--- config.mk ---
export PLATFORM = sky130hd
export DESIGN_NAME = mbx_irq_pair
export DESIGN_NICKNAME = d
export VERILOG_FILES = /design/src/rtl/mbx_pkg.sv /design/src/rtl/mbx_port_decode.sv /design/src/rtl/mbx_flag_cell.sv /design/src/rtl/mbx_irq_pair.sv
export SDC_FILE = /design/constraint.sdc
export NUM_CORES = 1
export LEC_CHECK = 0
export BUFFER_PORTS_ARGS = -buffer_cell sky130_fd_sc_hd__buf_4
export CAP_MARGIN = 30
export CORE_AREA = 3 3 40 42
export DETAILED_ROUTE_END_ITERATION = 7
export DIE_AREA = 0 0 43 45
export RECOVER_POWER = 50
export SETUP_SLACK_MARGIN = 0.4
export SKIP_LAST_GASP = 1
export SYNTH_ARGS = -nofsm -noshare
export SYNTH_HDL_FRONTEND = slang
export SYNTH_SLANG_ARGS = --single-unit
--- constraint.sdc ---
create_clock -name clk -period 0.8 [get_ports clk]
set_clock_uncertainty 0.2 [all_clocks]
set_input_delay 0.16 -clock clk [delete_from_list [all_inputs] [get_ports clk]]
set_output_delay 0.16 -clock clk [all_outputs]
set_load 0.1 [all_outputs]
--- src/rtl/mbx_pkg.sv ---
package mbx_pkg;

   // number of ports sharing the memory; index 0 is port A, 1 is port B
   localparam int NUM_PORTS = 2;

   // per-port decode result, indexed by mailbox owner (0 = A, 1 = B)
   typedef struct packed {
      logic [NUM_PORTS-1:0] wr;
      logic [NUM_PORTS-1:0] rd;
   } box_hit_t;

   typedef enum logic [1:0] {
      ACC_IDLE  = 2'd0,
      ACC_READ  = 2'd1,
      ACC_WRITE = 2'd2
   } acc_kind_e;

endpackage

--- src/rtl/mbx_port_decode.sv ---
module mbx_port_decode #(
   parameter int ADDR_W = 18,
   parameter int PIN_W  = 19,
   parameter int LANES  = 2
) (
   input  logic              cs_n,
   input  logic              cs,
   input  logic              wr_n,
   input  logic [LANES-1:0]  lane_n,
   input  logic [PIN_W-1:0]  addr,
   output mbx_pkg::box_hit_t hit
);
   import mbx_pkg::*;

   localparam int HI_W = ADDR_W - 1;

   logic [ADDR_W-1:0] eff_addr;
   logic              selected;
   logic              lane_ok;
   logic              in_window;
   acc_kind_e         kind;

   // strip address pins that the configured width does not use
   generate
      if (PIN_W > ADDR_W) begin : g_trim
         logic unused_hi;
         assign unused_hi = ^addr[PIN_W-1:ADDR_W];
         assign eff_addr  = addr[ADDR_W-1:0];
      end else begin : g_full
         assign eff_addr = addr;
      end
   endgenerate

   assign selected  = !cs_n && cs;
   assign lane_ok   = (lane_n != {LANES{1'b1}});
   assign in_window = (eff_addr[ADDR_W-1:1] == {HI_W{1'b1}});

   always_comb begin
      kind = ACC_IDLE;
      if (selected && lane_ok && in_window)
         kind = wr_n ? ACC_READ : ACC_WRITE;
   end

   // address bit 0 picks the mailbox owner: 1 -> port B, 0 -> port A
   always_comb begin
      hit = '0;
      hit.wr[eff_addr[0]] = (kind == ACC_WRITE);
      hit.rd[eff_addr[0]] = (kind == ACC_READ);
   end

endmodule

--- src/rtl/mbx_flag_cell.sv ---
module mbx_flag_cell (
   input  logic clk,
   input  logic rst_n,
   input  logic set_req,
   input  logic clr_req,
   output logic irq_n
);
   logic pend_q;

   always_ff @(posedge clk or negedge rst_n) begin
      if (!rst_n)
         pend_q <= 1'b0;
      else if (set_req)
         pend_q <= 1'b1;
      else if (clr_req)
         pend_q <= 1'b0;
   end

   assign irq_n = ~pend_q;

endmodule

--- src/rtl/mbx_irq_pair.sv ---
module mbx_irq_pair #(
   parameter int ADDR_W = 18,
   parameter int PIN_W  = 19,
   parameter int LANES  = 2
) (
   input  logic             clk,
   input  logic             rst_n,
   input  logic             a_cs_n,
   input  logic             a_cs,
   input  logic             a_wr_n,
   input  logic [LANES-1:0] a_lane_n,
   input  logic [PIN_W-1:0] a_addr,
   input  logic             b_cs_n,
   input  logic             b_cs,
   input  logic             b_wr_n,
   input  logic [LANES-1:0] b_lane_n,
   input  logic [PIN_W-1:0] b_addr,
   output logic             a_irq_n,
   output logic             b_irq_n
);
   import mbx_pkg::*;

   localparam int NP = NUM_PORTS;

   // elaboration-time parameter checks
   generate
      if (ADDR_W < 17 || ADDR_W > 19) begin : g_bad_aw
         $error("mbx_irq_pair: ADDR_W must be 17, 18 or 19");
      end
      if (PIN_W < ADDR_W) begin : g_bad_pw
         $error("mbx_irq_pair: PIN_W must be at least ADDR_W");
      end
      if (LANES < 1) begin : g_bad_ln
         $error("mbx_irq_pair: LANES must be positive");
      end
   endgenerate

   logic [NP-1:0]            cs_n_v;
   logic [NP-1:0]            cs_v;
   logic [NP-1:0]            wr_n_v;
   logic [NP-1:0][LANES-1:0] lane_v;
   logic [NP-1:0][PIN_W-1:0] addr_v;
   box_hit_t                 hit_v [NP];
   logic [NP-1:0]            irq_v;

   assign cs_n_v = {b_cs_n, a_cs_n};
   assign cs_v   = {b_cs,   a_cs};
   assign wr_n_v = {b_wr_n, a_wr_n};
   assign lane_v = {b_lane_n, a_lane_n};
   assign addr_v = {b_addr, a_addr};

   generate
      for (genvar p = 0; p < NP; p++) begin : g_port
         mbx_port_decode #(
            .ADDR_W (ADDR_W),
            .PIN_W  (PIN_W),
            .LANES  (LANES)
         ) u_dec (
            .cs_n   (cs_n_v[p]),
            .cs     (cs_v[p]),
            .wr_n   (wr_n_v[p]),
            .lane_n (lane_v[p]),
            .addr   (addr_v[p]),
            .hit    (hit_v[p])
         );

         // port p's flag: set by the peer writing p's box, cleared by p reading it
         mbx_flag_cell u_flag (
            .clk     (clk),
            .rst_n   (rst_n),
            .set_req (hit_v[NP-1-p].wr[p]),
            .clr_req (hit_v[p].rd[p]),
            .irq_n   (irq_v[p])
         );
      end
   endgenerate

   assign a_irq_n = irq_v[0];
   assign b_irq_n = irq_v[1];

endmodule

==> results.toml <==
[min_path]
hold_class = "primary input to asynchronous set/reset pin"

[layout]
reg_top3 = "g_port.u_flag.pend_q x2"
fillCellCount = 146
drive_gt1_share_pct = 73.5
syn2layout_area_growth_pct = 263
largest_register_ffs = 2
antenna_cells = 0
stdcell_area_um2 = 703
fin_nets = 135
instances_no_fill = 98
largest_register = "g_port.u_flag.pend_q"

[global_routing]
grt.overflow.total = 0
grt_antenna_before_repair = 0
grt_pass1_wl_mm = 1.52
grt_usage_pct = 10.6
grt_max_degree = 3
grt_pass1_vias = 446

[setup_path]
critPathRequiredTime_ns = 0.75
crit_path_end_kind = "flip-flop"
crit_chain = "buf_6 -> nand4_1 -> or4_4 -> or4_1 -> o21ai_1"
timing.critical_path.from = "b_addr[3]"
max_stage_delay_ns = 0.54
path_class = "primary input to flip-flop"
rr_startpoint = "g_port[1].u_flag.pend_q"
r2r_cells = 4
crit_fanout = 2
crit_slowest_cell = "or4_4"
cp.arrival_ns = 1.39
cp-start-kind = "primary input"

[floorplan]
fp.dieH_um = 45
start_util_pct = 15.1
io_pins = 52
die-width_um = 43
fp-row-count = 13
core_area_mm2 = 0.00128
dieArea_mm2 = 0.00194

[logic_synthesis]
synth_cell_types = 13
yosys_warnings = 0
syn_nets = 75
synthCells = 25
syn_avg_cell_area_um2 = 7.76
synth_top_cells_by_area = "dfrtp_1 (26%), nand4_1 (19%), nand4b_1 (14%)"
synth_seq_cells = 2
synth_seq_area_share_pct = 25.8
syn_area_um2 = 194
synth_top_area_cell = "dfrtp_1"
synth_top_area_share_pct = 25.8

[power_and_ir_drop]
power.total_w = 0.000522
peakVddDrop_uv = 308
seqPwrFrac_pct = 19.6
total_leakage_power_nw = 0.350
pwr_density_cell_mw_per_mm2 = 742
clkPwrFrac_pct = 43.4
p_switching_w = 0.0000994
power_switching_share_pct = 19.1
combPwrFrac_pct = 37.1
p_int_w = 0.000422

[clock_network]
cts_max_level = 1
cts_tree = "yes"
cts_buffers = 3
clock-sinks = 2
clkTransAtPathRegs_ns = 0.03
worstSkewPairLatency_ns = 0.23
cts_buffer_depth = 2
cts-root-buf = "clkbuf_4"

[outcome]
outcome = "finished with violations"
violations = "hold timing, setup timing"

[sta]
hold_ws_ns = -0.489
final_max_slew_viol_count = 0
setup_slack_ns = -0.633
slew_headroom_pct = 76.3
hold_viol_final = 3
period_share_pct = 179
setup_viol = 4
rsz0062_at_grt = "yes"
period_needed_ns = 1.43
fmax_mhz = 698
tightest_slew_ns = 0.353

[placement]
place_area_um2 = 599
gp_congestion = 0.609
port_buffers = 49
hpwl_um = 874
dp_cells = 91

[drt]
dr.pass1.iters = 1
wl_per_cell_um = 10.1
via_count = 448
drc = 0
vias_per_cell = 4.57
postRouteAntennaNets = 0
finalWirelength_um = 985
drt_iter0_markers = 0

[flow_run]
cap_viol_max_count = 0
Yosys cell counts, drive strengths merged:
cell / number
nand3: 2
nor3: 1
dfrtp: 2
and4b: 1
nand2: 1
or4: 2
a21o: 1
o21ai: 2
nor4: 1
nand4b: 3
a21oi: 1
inv: 2
nand4: 6
layout by cell type, fill, tap and decap left out, types with 2 or more instances in the layout:
master / n
buf_4: 48
nand4_1: 6
buf_6: 4
nand4b_1: 3
clkbuf_4: 3
nand3_1: 2
o21ai_1: 2
dfrtp_1: 2
buf_12: 2
routing by layer:
metal  track usage (%)  share of wire (%)
met5                 0                  0
met4              7.23               0.91
met3              2.79                 14
met2              18.9                 54
met1              11.1                 31
final cells by class:
type | count | area [um2] | share of cell area [%]
clock buffer | 3 | 22.5 | 3.20
inverter | 2 | 11.3 | 1.60
multi-input combinational | 21 | 151 | 21.5
sequential | 2 | 50.0 | 7.12
tap | 15 | 18.8 | 2.67
timing repair buffer | 55 | 449 | 63.9
stage by stage:
stage	setup TNS, ns	worst slack (ns)	hold slack [ns]	util [%]
after detailed placement	-2.08	-0.900	-0.255	46.6
final	-2.01	-0.633	-0.489	54.7
after global placement	-2.00	-0.865	-0.256	46.6
after CTS	-2.00	-0.644	-0.496	53.9
after global routing	-2.20	-0.677	-0.494	54.7
after floorplan	-2.09	-0.767	-0.336	-
power by group through the flow:
stage	clock, W	combinational, W	sequential [W]
floorplan	0	0.0000140	0.000103
global placement	0	0.000187	0.000103
detailed placement	0	0.000190	0.000103
CTS	0.000236	0.000196	0.000102
global route	0.000249	0.000209	0.000102
finish	0.000226	0.000193	0.000102
path summary, 6_finish.rpt:
kind	endpoint	slack [ns]
max in group asynchronous	g_port[1].u_flag.pend_q	0.76
min reg2reg	g_port[0].u_flag.pend_q	0.53
min in group clk	g_port[0].u_flag.pend_q	-0.01
min	g_port[0].u_flag.pend_q	-0.49
max reg2reg	g_port[1].u_flag.pend_q	-0.31
max	g_port[0].u_flag.pend_q	-0.63
repair_timing:
item                       4_1_cts  5_1_grt
pin swaps                        3        2
setup endpoints to repair        4        4
hold endpoints to repair         3        2
gates resized for setup         14        1
buffers inserted                 3        1
critical path: cells and delay by family:
kind	cells	cell delay [ns]
and+or+nand+nor	3	1.09
buffers and inverters	1	0.06
AOI/OAI and AO/OA	1	0.08
cells by family after synthesis:
family	count (synthesis)	share of synthesized area (%)
AO/OA/AOI/OAI	4	11.6
buffers and inverters	2	3.87
flip-flops	2	25.8
AND/OR/NAND/NOR	17	58.7
No activity file was read; power rests on OpenSTA's default activity.
